--- config.mk ---
export PLATFORM = sky130hd
export DESIGN_NAME = cfg_bank_target
export DESIGN_NICKNAME = d
export VERILOG_FILES = /design/src/rtl/cfg_bank_pkg.sv /design/src/rtl/cfg_bank_sync.sv /design/src/rtl/cfg_bank_dp.sv /design/src/rtl/cfg_bank_ctrl.sv /design/src/rtl/cfg_bank_target.sv
export SDC_FILE = /design/constraint.sdc
export NUM_CORES = 1
export LEC_CHECK = 0
export BUFFER_PORTS_ARGS = -buffer_cell sky130_fd_sc_hd__buf_4
export CORE_AREA = 2 2 97 99
export DETAILED_ROUTE_END_ITERATION = 6
export DIE_AREA = 0 0 99 101
export PLACE_DENSITY = 0.73
export RECOVER_POWER = 100
export SYNTH_ARGS = -nofsm -noshare
export SYNTH_HDL_FRONTEND = slang
export SYNTH_SLANG_ARGS = --single-unit
export TNS_END_PERCENT = 20
--- constraint.sdc ---
create_clock -name clk -period 2.9 [get_ports clk]
set_input_delay 0 -clock clk [delete_from_list [all_inputs] [get_ports clk]]
set_output_delay 0 -clock clk [all_outputs]
set_load 0.05 [all_outputs]
--- src/rtl/cfg_bank_pkg.sv ---
package cfg_bank_pkg;

  typedef enum logic [2:0] {
    ST_IDLE,
    ST_ADDR,
    ST_ADDR_ACK,
    ST_RX,
    ST_RX_ACK,
    ST_TX,
    ST_TX_ACK
  } busState_t;

  // Strobes from the control FSM to the datapath
  typedef struct packed {
    logic clearPtrs;  // start condition: rewind both pointers
    logic sampleBit;  // shift SDA into the receive register
    logic storeByte;  // completed data byte, write at the write pointer
    logic loadTx;     // load the transmit register, advance the read pointer
    logic shiftTx;    // move the next transmit bit to the MSB
  } dpStrobe_t;

  function automatic logic [7:0] resetByte(input int idx);
    return (idx == 0) ? 8'h0C : 8'hFF;
  endfunction

endpackage

--- src/rtl/cfg_bank_sync.sv ---
module cfg_bank_sync #(
  parameter int STAGES = 2
) (
  input  logic clk,
  input  logic rstN,
  input  logic sclIn,
  input  logic sdaIn,
  output logic sclHigh,
  output logic sdaBit,
  output logic sclRise,
  output logic sclFall,
  output logic startCond,
  output logic stopCond
);
  logic [STAGES-1:0] sclPipe;
  logic [STAGES-1:0] sdaPipe;
  logic sclPrev;
  logic sdaPrev;

  always_ff @(posedge clk or negedge rstN) begin
    if (!rstN) begin
      sclPipe <= '1;
      sdaPipe <= '1;
      sclPrev <= 1'b1;
      sdaPrev <= 1'b1;
    end else begin
      sclPipe[0] <= sclIn;
      sdaPipe[0] <= sdaIn;
      for (int i = 1; i < STAGES; i++) begin
        sclPipe[i] <= sclPipe[i-1];
        sdaPipe[i] <= sdaPipe[i-1];
      end
      sclPrev <= sclPipe[STAGES-1];
      sdaPrev <= sdaPipe[STAGES-1];
    end
  end

  assign sclHigh   = sclPipe[STAGES-1];
  assign sdaBit    = sdaPipe[STAGES-1];
  assign sclRise   = sclHigh && !sclPrev;
  assign sclFall   = !sclHigh && sclPrev;
  assign startCond = sclHigh && sclPrev && sdaPrev && !sdaBit;
  assign stopCond  = sclHigh && sclPrev && !sdaPrev && sdaBit;

endmodule

--- src/rtl/cfg_bank_dp.sv ---
module cfg_bank_dp
  import cfg_bank_pkg::*;
#(
  parameter int NUM_BYTES = 6,
  parameter int PTR_W     = 4
) (
  input  logic                   clk,
  input  logic                   rstN,
  input  dpStrobe_t              strobe,
  input  logic                   sdaBit,
  output logic [7:0]             rxNext,
  output logic                   txNextBit,
  output logic                   txLoadMsb,
  output logic [NUM_BYTES*8-1:0] cfgBytes
);
  localparam logic [PTR_W-1:0] WR_LAST = PTR_W'(NUM_BYTES + 2);
  localparam logic [PTR_W-1:0] RD_LAST = PTR_W'(NUM_BYTES + 1);
  localparam logic [7:0]       COUNT_VAL = 8'(NUM_BYTES);

  logic [7:0]       bankQ [NUM_BYTES];
  logic [7:0]       rxShift;
  logic [7:0]       txShift;
  logic [7:0]       readSel;
  logic [PTR_W-1:0] wrPtr;
  logic [PTR_W-1:0] rdPtr;

  assign rxNext    = {rxShift[6:0], sdaBit};
  assign txNextBit = txShift[6];
  assign txLoadMsb = readSel[7];

  // Pointer 0 and 1 on writes are the discarded command and count bytes
  always_ff @(posedge clk or negedge rstN) begin
    if (!rstN) begin
      for (int i = 0; i < NUM_BYTES; i++) bankQ[i] <= resetByte(i);
    end else if (strobe.storeByte) begin
      for (int i = 0; i < NUM_BYTES; i++)
        if (wrPtr == PTR_W'(i + 2)) bankQ[i] <= rxNext;
    end
  end

  always_ff @(posedge clk or negedge rstN) begin
    if (!rstN) begin
      wrPtr <= '0;
      rdPtr <= '0;
    end else if (strobe.clearPtrs) begin
      wrPtr <= '0;
      rdPtr <= '0;
    end else begin
      if (strobe.storeByte && wrPtr != WR_LAST) wrPtr <= wrPtr + 1'b1;
      if (strobe.loadTx && rdPtr != RD_LAST)    rdPtr <= rdPtr + 1'b1;
    end
  end

  // Read pointer 0 returns the count, 1..NUM_BYTES the bank, beyond that all ones
  always_comb begin
    readSel = 8'hFF;
    if (rdPtr == '0) readSel = COUNT_VAL;
    for (int i = 0; i < NUM_BYTES; i++)
      if (rdPtr == PTR_W'(i + 1)) readSel = bankQ[i];
  end

  always_ff @(posedge clk or negedge rstN) begin
    if (!rstN) begin
      rxShift <= '0;
      txShift <= '1;
    end else begin
      if (strobe.sampleBit) rxShift <= rxNext;
      if (strobe.loadTx)       txShift <= readSel;
      else if (strobe.shiftTx) txShift <= {txShift[6:0], 1'b1};
    end
  end

  for (genvar g = 0; g < NUM_BYTES; g++) begin : g_out
    assign cfgBytes[8*g +: 8] = bankQ[g];
  end

endmodule

--- src/rtl/cfg_bank_ctrl.sv ---
module cfg_bank_ctrl
  import cfg_bank_pkg::*;
#(
  parameter logic [6:0] DEV_ADDR = 7'h69
) (
  input  logic       clk,
  input  logic       rstN,
  input  logic       sclRise,
  input  logic       sclFall,
  input  logic       startCond,
  input  logic       stopCond,
  input  logic       sdaBit,
  input  logic [7:0] rxNext,
  input  logic       txNextBit,
  input  logic       txLoadMsb,
  output dpStrobe_t  strobe,
  output logic       sdaLow,
  output busState_t  busState
);
  logic [2:0] bitCnt;
  logic       byteEnd;
  logic       isRead;
  logic       ackOk;
  logic       lastBit;

  assign lastBit = (bitCnt == 3'd7);

  always_comb begin
    strobe = '0;
    strobe.clearPtrs = startCond;
    if (!startCond && !stopCond) begin
      case (busState)
        ST_ADDR:     strobe.sampleBit = sclRise;
        ST_RX: begin
          strobe.sampleBit = sclRise;
          strobe.storeByte = sclRise && lastBit;
        end
        ST_ADDR_ACK: strobe.loadTx  = sclFall && isRead;
        ST_TX:       strobe.shiftTx = sclFall && !byteEnd;
        ST_TX_ACK:   strobe.loadTx  = sclFall && ackOk;
        default: ;
      endcase
    end
  end

  always_ff @(posedge clk or negedge rstN) begin
    if (!rstN) begin
      busState <= ST_IDLE;
      bitCnt   <= '0;
      byteEnd  <= 1'b0;
      isRead   <= 1'b0;
      ackOk    <= 1'b0;
      sdaLow   <= 1'b0;
    end else if (startCond) begin
      busState <= ST_ADDR;
      bitCnt   <= '0;
      byteEnd  <= 1'b0;
      ackOk    <= 1'b0;
      sdaLow   <= 1'b0;
    end else if (stopCond) begin
      busState <= ST_IDLE;
      byteEnd  <= 1'b0;
      ackOk    <= 1'b0;
      sdaLow   <= 1'b0;
    end else begin
      case (busState)
        ST_ADDR: begin
          if (sclRise) begin
            bitCnt <= bitCnt + 3'd1;
            if (lastBit) begin
              if (rxNext[7:1] == DEV_ADDR) begin
                isRead  <= rxNext[0];
                byteEnd <= 1'b1;
              end else begin
                busState <= ST_IDLE;
              end
            end
          end
          if (sclFall && byteEnd) begin
            busState <= ST_ADDR_ACK;
            sdaLow   <= 1'b1;
            byteEnd  <= 1'b0;
          end
        end
        ST_ADDR_ACK: begin
          if (sclFall) begin
            bitCnt <= '0;
            if (isRead) begin
              busState <= ST_TX;
              sdaLow   <= !txLoadMsb;
            end else begin
              busState <= ST_RX;
              sdaLow   <= 1'b0;
            end
          end
        end
        ST_RX: begin
          if (sclRise) begin
            bitCnt <= bitCnt + 3'd1;
            if (lastBit) byteEnd <= 1'b1;
          end
          if (sclFall && byteEnd) begin
            busState <= ST_RX_ACK;
            sdaLow   <= 1'b1;
            byteEnd  <= 1'b0;
          end
        end
        ST_RX_ACK: begin
          if (sclFall) begin
            busState <= ST_RX;
            sdaLow   <= 1'b0;
          end
        end
        ST_TX: begin
          if (sclRise) begin
            bitCnt <= bitCnt + 3'd1;
            if (lastBit) byteEnd <= 1'b1;
          end
          if (sclFall) begin
            if (byteEnd) begin
              busState <= ST_TX_ACK;
              sdaLow   <= 1'b0;
              byteEnd  <= 1'b0;
            end else begin
              sdaLow <= !txNextBit;
            end
          end
        end
        ST_TX_ACK: begin
          if (sclRise) begin
            if (sdaBit) begin
              busState <= ST_IDLE;
              ackOk    <= 1'b0;
            end else begin
              ackOk <= 1'b1;
            end
          end
          if (sclFall && ackOk) begin
            busState <= ST_TX;
            bitCnt   <= '0;
            ackOk    <= 1'b0;
            sdaLow   <= !txLoadMsb;
          end
        end
        default: ;
      endcase
    end
  end

endmodule

--- src/rtl/cfg_bank_target.sv ---
module cfg_bank_target
  import cfg_bank_pkg::*;
#(
  parameter int         NUM_BYTES   = 6,
  parameter logic [6:0] DEV_ADDR    = 7'h69,
  parameter int         SYNC_STAGES = 2
) (
  input  logic                   clk,
  input  logic                   rstN,
  input  logic                   sclIn,
  input  logic                   sdaIn,
  output logic                   sdaDriveLow,
  output logic [NUM_BYTES*8-1:0] cfgBytes
);
  localparam int PTR_W = $clog2(NUM_BYTES + 3);

  logic      sclHigh;
  logic      sdaBit;
  logic      sclRise;
  logic      sclFall;
  logic      startCond;
  logic      stopCond;
  logic [7:0] rxNext;
  logic      txNextBit;
  logic      txLoadMsb;
  dpStrobe_t strobe;
  busState_t busState;

  cfg_bank_sync #(.STAGES(SYNC_STAGES)) i_sync (
    .clk(clk), .rstN(rstN), .sclIn(sclIn), .sdaIn(sdaIn),
    .sclHigh(sclHigh), .sdaBit(sdaBit), .sclRise(sclRise), .sclFall(sclFall),
    .startCond(startCond), .stopCond(stopCond)
  );

  cfg_bank_ctrl #(.DEV_ADDR(DEV_ADDR)) i_ctrl (
    .clk(clk), .rstN(rstN), .sclRise(sclRise), .sclFall(sclFall),
    .startCond(startCond), .stopCond(stopCond), .sdaBit(sdaBit),
    .rxNext(rxNext), .txNextBit(txNextBit), .txLoadMsb(txLoadMsb),
    .strobe(strobe), .sdaLow(sdaDriveLow), .busState(busState)
  );

  cfg_bank_dp #(.NUM_BYTES(NUM_BYTES), .PTR_W(PTR_W)) i_dp (
    .clk(clk), .rstN(rstN), .strobe(strobe), .sdaBit(sdaBit),
    .rxNext(rxNext), .txNextBit(txNextBit), .txLoadMsb(txLoadMsb),
    .cfgBytes(cfgBytes)
  );

endmodule

* Yosys cells after proc, flatten, opt, wreduce, memory -nomap -nowiden
Cells that the tools add are included.
** Storage, ports and cells
- Bits in registers :: 86
- Bits in latches :: 0
- RAM bits :: 0
- ROM bits :: 0
- Output and inout port bits :: 49
- Memories kept :: 0
** Operators by class
- $add $sub $neg :: 3
- Multiply operators :: 0
- Divide/modulo/power cells :: 0
- Magnitude comparators :: 0
- Equality and inequality tests :: 39
- Shifts and indexed selects :: 0
- Mux-type cells :: 68
- Bitwise gates (word level) :: 2
- Reductions and logical operators :: 48
** Operators with widths (number)
- two-way mux 3 bit :: 20
- two-way mux 8 bit :: 7
- two-way mux 1 bit :: 29
- == test 4 x 3 -> 1 bit, second input constant :: 7
- inequality test 4 x 1 -> 1 bit, second input constant :: 7
- two-way mux 4 bit :: 5
- inequality test 5 x 1 -> 1 bit, second input constant :: 4
- case mux 3 bit (6 select lines) :: 1
- == test 4 x 2 -> 1 bit, second input constant :: 4
- logical AND 1 bit :: 15
- two-way mux 7 bit :: 2
- AND reduction 2 bit :: 7
- == test 3 bit, second input constant :: 4
- AND reduction 6 bit :: 2
- AND reduction 11 bit :: 1
- zero test 1 bit :: 9
- inequality test 3 x 1 -> 1 bit, second input constant :: 3
- case mux 3 bit (3 select lines) :: 1
- adder 4 x 1 -> 4 bit, second input constant :: 2
- nonzero test 4 bit :: 2
- nonzero test 8 bit :: 1
- == test 7 bit, second input constant :: 1
- nonzero test 7 bit :: 1
- == test 3 x 2 -> 1 bit, second input constant :: 2
- 20 further kinds :: 23

* Longest topological paths before layout
- Word-level depth :: 14
- Gate-level depth with buffers :: 9
- Gate-level depth less buffers :: 7

* Cells and area by module
A second synthesis with hierarchy kept.
** Second synthesis, totals
- Cells, all modules :: 398
- Area total of the unflattened synthesis :: 4611.9 µm²
** Modules (own cells, without submodules)
- cfg_bank_dp :: instances 1, cells an instance 271, area an instance 3479.6 µm², seq. area each 1813.0 µm²
- cfg_bank_ctrl :: instances 1, cells an instance 117, area an instance 942.2 µm², seq. area each 250.2 µm²
- cfg_bank_sync :: instances 1, cells an instance 10, area an instance 190.2 µm², seq. area each 157.7 µm²

* Least setup slack after synthesis
Ideal clock, no wire load.
- Kind :: reg-to-reg
- Start :: register i_dp.rdPtr[1]
- End :: register i_ctrl.sdaLow
- Library setup time :: 0.125 ns
- Data arrival time :: 1.840 ns
- Data required time :: 2.775 ns
- Setup slack :: 0.936 ns
- Cell stages (with the launch flop) :: 9
- Clock period less this slack :: 1.964 ns
- Path through :: dfrtp_1 -> inv_1 -> ha_1 -> clkbuf_1 -> nor2_1 -> a2111oi_0 -> a2111oi_0 -> o22ai_1 -> mux2_2
** On the way
- Word-level cells in the longest chain between the ends :: 14
- Elaborated cells on any way between the ends :: 21
** Ends and longest elaborated chain
- from (decl) :: line cfg_bank_dp.sv:25 : logic [PTR_W-1:0] rdPtr;
- from (signal assigned) :: line cfg_bank_dp.sv:50 : if (strobe.loadTx && rdPtr != RD_LAST) rdPtr <= rdPtr + 1'b1;
- zero test 4 bit :: line cfg_bank_dp.sv:57 : if (rdPtr == '0) readSel = COUNT_VAL;
- two-way mux 8 bit :: line cfg_bank_dp.sv:57
- two-way mux 8 bit (5 in a row) :: line cfg_bank_dp.sv:59 : if (rdPtr == PTR_W'(i + 1)) readSel = bankQ[i];
- two-way mux 8 bit * :: line cfg_bank_dp.sv:59
- zero test 1 bit * :: line cfg_bank_ctrl.sv:90, cfg_bank_ctrl.sv:142
- two-way mux 1 bit :: line cfg_bank_ctrl.sv:88 : if (isRead) begin
- two-way mux 1 bit :: line cfg_bank_ctrl.sv:86 : if (sclFall) begin
- case mux 1 bit (5 select lines) * :: line cfg_bank_ctrl.sv:66 : case (busState)
- two-way mux 1 bit * :: line cfg_bank_ctrl.sv:60 : end else if (stopCond) begin
- two-way mux 1 bit * :: line cfg_bank_ctrl.sv:54 : end else if (startCond) begin
- to (signal assigned) :: line cfg_bank_ctrl.sv:90 : sdaLow <= !txLoadMsb;
- to (signal assigned) :: line cfg_bank_ctrl.sv:125 : sdaLow <= !txNextBit;
- to (signal assigned) :: line cfg_bank_ctrl.sv:142 : sdaLow <= !txLoadMsb;
- to (decl) :: line cfg_bank_ctrl.sv:17 : output logic sdaLow,
Every way passes the cells marked *; elsewhere a longest branch is shown, timed or not. The select of a mux whose other input is x is not followed.
A chain may end at the register's enable or synchronous reset.

* Final worst setup path
- Start :: register i_sync.sclPipe[1]
- End :: register i_dp.bankQ (netlist bit i_dp.cfgBytes[46])
** On the way
- Word-level cells in the longest chain between the ends :: 7
- Elaborated cells on any way between the ends :: 13
** Ends and longest elaborated chain
- from (decl) :: line cfg_bank_sync.sv:15 : logic [STAGES-1:0] sclPipe;
- from (signal, indexed assignment) :: line cfg_bank_sync.sv:30 : sclPipe[i] <= sclPipe[i-1];
- logical AND 1 bit :: line cfg_bank_sync.sv:42, cfg_bank_sync.sv:43
- logical AND 1 bit (on tied branches) (2 in a row) :: line cfg_bank_sync.sv:42, cfg_bank_sync.sv:43
- zero test 1 bit :: line cfg_bank_ctrl.sv:31 : if (!startCond && !stopCond) begin
- logical AND 1 bit :: line cfg_bank_ctrl.sv:31
- two-way mux 4 bit * :: line cfg_bank_ctrl.sv:31
- AND reduction 2 bit (no source line) *
- to (signal, indexed assignment) :: line cfg_bank_dp.sv:37 : if (wrPtr == PTR_W'(i + 2)) bankQ[i] <= rxNext;
- to (decl) :: line cfg_bank_dp.sv:20 : logic [7:0] bankQ [NUM_BYTES];
Every way passes the cells marked *; elsewhere a longest branch is shown, timed or not.

==> parameters.txt <==
Parameter                              Value

GRT
  Total overflow reported by the global router ... 0
  Combined global-route utilization of all metal layers ... 22.9%
  Number of global-route vias before repair ... 3341
  Largest net degree at the start of global routing ... 87
  Wire length of the first global-routing pass ... 17.8 mm
  Initial antenna violation count ... 0

Placed design
  Number of buffer cells added on primary ports ... 52
  Routability cong. ... 0.840
  Detail Placement HPWL ... 7.67 mm

Die
  DIE AREA ... 10000 sq um
  Initial Util ... 50.6%
  Vertical extent of the die ... 101 microns
  Std-Cell Core Area ... 8980 sq um
  Row count ... 35
  Die width ... 99 microns
  Count of pins on the block boundary ... 53

Clock network
  Sinks on the clock net ... 86
  Clock slew seen by the registers of the worst setup and hold paths ... 0.10 ns
  Post-CTS Setup Inserts ... 0
  Clock Path Buffers ... 2
  Num CTS Buffers ... 9
  H-tree lvl count ... 3
  CTS-repair resized insts ... 0
  Cell at the root of the clock tree ... sky130_fd_sc_hd__clkbuf_8
  Clk_lat worst skew ... 0.36 ns
  CTS tree ... done

Drt
  Routed Antenna Nets ... 0
  Vias per Instance ... 5.94
  Count of unresolved DRC violations after routing ... 0
  Number of optimization iterations in the first detailed-route pass ... 4
  Number of DRC markers after the initial detailed-route iteration ... 180
  Total number of vias ... 3379
  Total wire length after detailed routing ... 11.0 mm
  Routed length per placed instance ... 19.4 microns

Power and ir drop
  Max VDD drop ... 0.000378 V
  Switching share of power ... 33.2%
  Combinational share of power ... 16.3%
  Leak pwr ... 2.04 nW
  Clock network power share ... 30.6%
  Power Density ... 609 nW/um^2
  Sequential group share of total power ... 53.0%
  Internal power contribution ... 2.04 mW
  Switching power ... 1.02 mW

Finish
  N_diodes ... 0
  Post-synthesis to final-layout area growth ... 10.7%
  Number of nets in the layout ... 467
  Fraction of final layout cells with drive strength greater than 1 ... 29.9%
  Share of the core filled with cells ... 56.0%
  Filler Cells Inserted ... 787

Critical path
  Worst setup startpoint ... i_sync.sclPipe[1]$_DFF_PN1_
  Cell chain of the critical path ... and4bb_1 -> nand3_1 -> nor3_4 -> nand2_1 -> mux2_2
  Data required time of the critical path ... 3.19 ns
  Cell type of the slowest stage on the worst timing path ... sky130_fd_sc_hd__dfstp_1
  Endpoint kind of the worst setup timing path ... register
  Kind of start point of the critical path ... register
  Arrival time of data at the critical path endpoint ... 2.88 ns
  Largest delay contributor family on the critical path ... simple AND/OR/NAND/NOR gates
  Number of logic stages on the critical path including buffering ... 5
  Start-to-end type of the worst setup path ... register to register
  Biggest fanout along the worst timing path ... 14
  Delay of the slowest critical-path stage ... 0.77 ns
  Count of buffer and inverter cells on the critical path ... 0
  Worst Reg-to-Reg Cells ... 5
  Startpoint of the lowest-slack register-to-register path ... i_sync.sclPipe[1]$_DFF_PN1_

Min path
  Hold WC Path Type ... input port to register
  Hold Startpoint ... sclIn
  Min-Delay Path Depth ... 2

Synthesis
  Share of synthesized area occupied by flip-flops and latches ... 48.9%
  Post-synth ARST share ... 100%
  Number of storage elements in the synthesis netlist ... 86
  Compound-Gate Fraction of Synth Area ... 13.9%
  Post-Syn Nets ... 421
  Proportion of synthesized area in mux cells ... 15.5%
  Ys Warns ... 0
  Number of instances in the synthesized netlist ... 407
  Flip-flop cell with the highest count after synthesis ... sky130_fd_sc_hd__dfstp_2
  Largest family of logic cells by synthesized area ... multiplexers
  Yosys cell types ... 60
  XOR/XNOR Fraction of Synth Area ... 1.16%
  Adder and majority cell fraction of the synthesized area ... 2.98%
  Fraction of the mapped netlist area in simple logic gates ... 14.1%
  Synthesized area divided by synthesized cell count ... 11.2 sq um
  Netlist Area Pre-Place ... 4540 sq um
  Post-synth EDFFs ... 0

Timing
  Total of endpoints with negative setup slack in the final report ... 0
  Final clock period utilization by the worst path ... 89.4%
  Worst Skew ... 0.0106 ns
  Setup TNS ... 0 ns
  Worst-case headroom to the max-slew limit ... -37.4%
  Setup repair after global routing missed its margin ... false
  Final Critical Period ... 2.59 ns
  Slew at the pin closest to its max-slew limit ... 2.06 ns
  Maximum clock rate ... 386 MHz
  Number of pins with negative max-slew slack in the final report ... 87
  Hold Fails Final Rpt ... 0

Run status
  Result of the run ... complete, but fails checks
  Failing checks ... capacitance limit, slew limit

Job
  Number of max-capacitance violations reported ... 1
[layout make-up]
| class | instances | area, sq um | area share [%] |
|---|---|---|---|
| Sequential cell | 86 | 2220 | 44.2 |
| Multi-Input combinational cell | 282 | 2130 | 42.3 |
| Timing Repair Buffer | 58 | 256 | 5.10 |
| Clock buffer | 10 | 149 | 2.96 |
| Tap cell | 111 | 139 | 2.76 |
| Clock inverter | 6 | 72.6 | 1.44 |
| Inverter | 16 | 60.1 | 1.19 |
[flip-flops by register name (all words and copies together), names as in the netlist]
register         flops
i_sync.sdaPipe       2
i_dp.cfgBytes       48
i_dp.rdPtr           4
i_ctrl.isRead        1
i_ctrl.ackOk         1
i_sync.sclPipe       2
i_dp.wrPtr           4
i_sync.sclPrev       1
i_dp.txShift         7
i_ctrl.sdaLow        1
i_ctrl.busState      3
i_ctrl.bitCnt        3
i_dp.rxShift         7
i_ctrl.byteEnd       1
i_sync.sdaPrev       1
[stage by stage]
stage          instances  area (sq um)  total power, mW  hold WS, ns  worst slack [ns]
2_1_floorplan        407          4540             1.94       -0.296             0.936
3_3_place_gp         550          5000             2.12        0.108             0.714
3_5_place_dp         550          5000             2.15        0.110             0.601
4_1_cts              569          5250             3.09        0.271             0.551
5_1_grt              569          5030             3.20        0.298             0.139
6_report             569          5030             3.06        0.290             0.308
[synth_stat cells, types with 2 or more instances]
| cell type | n | share of area (%) |
|---|---|---|
| sky130_fd_sc_hd__mux2_2 | 58 | 14 |
| sky130_fd_sc_hd__dfstp_2 | 55 | 32 |
| sky130_fd_sc_hd__dfrtp_1 | 31 | 17 |
| sky130_fd_sc_hd__nand2_1 | 24 | 2.0 |
| sky130_fd_sc_hd__a21oi_1 | 21 | 2.3 |
| sky130_fd_sc_hd__nor2_1 | 21 | 1.7 |
| sky130_fd_sc_hd__clkbuf_1 | 17 | 1.4 |
| sky130_fd_sc_hd__nor2b_1 | 17 | 2.3 |
| sky130_fd_sc_hd__inv_1 | 16 | 1.3 |
| sky130_fd_sc_hd__o21ai_0 | 14 | 1.5 |
| sky130_fd_sc_hd__ha_1 | 10 | 2.8 |
| sky130_fd_sc_hd__nor3b_1 | 10 | 1.7 |
| sky130_fd_sc_hd__nand3_1 | 7 | 0.77 |
| sky130_fd_sc_hd__o311ai_0 | 7 | 1.3 |
| sky130_fd_sc_hd__a211oi_1 | 6 | 0.99 |
| sky130_fd_sc_hd__a31oi_1 | 6 | 0.83 |
| sky130_fd_sc_hd__nand2_2 | 6 | 0.83 |
| sky130_fd_sc_hd__nor3_1 | 6 | 0.66 |
| sky130_fd_sc_hd__a22o_1 | 5 | 0.96 |
| sky130_fd_sc_hd__xnor2_1 | 5 | 0.96 |
| sky130_fd_sc_hd__buf_2 | 4 | 0.44 |
| sky130_fd_sc_hd__mux2i_1 | 4 | 0.88 |
| sky130_fd_sc_hd__o32a_1 | 4 | 0.88 |
| sky130_fd_sc_hd__a2111oi_0 | 3 | 0.58 |
| sky130_fd_sc_hd__o211ai_1 | 3 | 0.50 |
| sky130_fd_sc_hd__o22ai_1 | 3 | 0.41 |
| sky130_fd_sc_hd__o31ai_1 | 3 | 0.50 |
| sky130_fd_sc_hd__a221oi_1 | 2 | 0.39 |
| sky130_fd_sc_hd__and2_1 | 2 | 0.28 |
| sky130_fd_sc_hd__and3_1 | 2 | 0.28 |
| sky130_fd_sc_hd__and3b_1 | 2 | 0.39 |
| sky130_fd_sc_hd__and4bb_2 | 2 | 0.55 |
| sky130_fd_sc_hd__nand3b_1 | 2 | 0.33 |
| sky130_fd_sc_hd__o21a_1 | 2 | 0.33 |
| sky130_fd_sc_hd__o31a_1 | 2 | 0.39 |
[power by group through the flow]
stage	Sequential (mW)	Combinational, mW	Clock [mW]
6_report	1.62	0.501	0.938
4_1_cts	1.62	0.518	0.954
3_3_place_gp	1.63	0.495	0
3_5_place_dp	1.64	0.513	0
5_1_grt	1.64	0.556	0.998
2_1_floorplan	1.47	0.474	0
[final timing paths]
path | end | slack, ns
worst min register to register | i_sync.sdaPipe[1]$_DFF_PN1_ | 0.36
min in group asynchronous | i_dp.wrPtr[3]$_DFFE_PN0P_ | 0.74
worst min-delay path | i_sync.sclPipe[0]$_DFF_PN1_ | 0.29
max in group asynchronous | i_ctrl.byteEnd$_DFFE_PN0P_ | 0.91
worst max-delay path | i_dp.cfgBytes[46]$_DFFE_PN1P_ | 0.31
worst max register to register | i_dp.cfgBytes[46]$_DFFE_PN1P_ | 0.31
[layout by cell type (no fill, tap or decap), drive strengths merged, types with 5 or more instances in the layout]
cell type and n:
ha 10, nor3 8, dfstp 55, dfrtp 31, nor2 21, a31oi 6, o21ai 14, a21oi 21
a22o 5, clkbuf 62, o311ai 7, inv 20, a211oi 6, nand2 30, nor2b 17, mux2 59
nand3 8, nor3b 10, xnor2 5
[metal layers]
layer / routed length [microns] / GRT usage, % / up-vias
met5: 0 / 0 / -
met4: 192 / 7.69 / 0
met3: 489 / 3.26 / 15
met2: 5310 / 36.6 / 84
met1: 5040 / 32.3 / 1702
li1: - / - / 1578
[timing repair]
| item | CTS | global route |
|---|---|---|
| hold buffers | 3 | 0 |
| endpoints found under the setup margin | 0 | 0 |
| endpoints found under the hold margin | 33 | 0 |
[cells by family (layout without fill, tap and decap cells)]
group | after synthesis | in the layout
simple gates | 112 | 112
compound gates | 90 | 90
flops | 86 | 86
mux | 63 | 63
buf+inv | 39 | 90
fa+ha+maj | 11 | 11
xor+xnor | 6 | 6
Note: power is estimated with default switching activity, not from simulation.
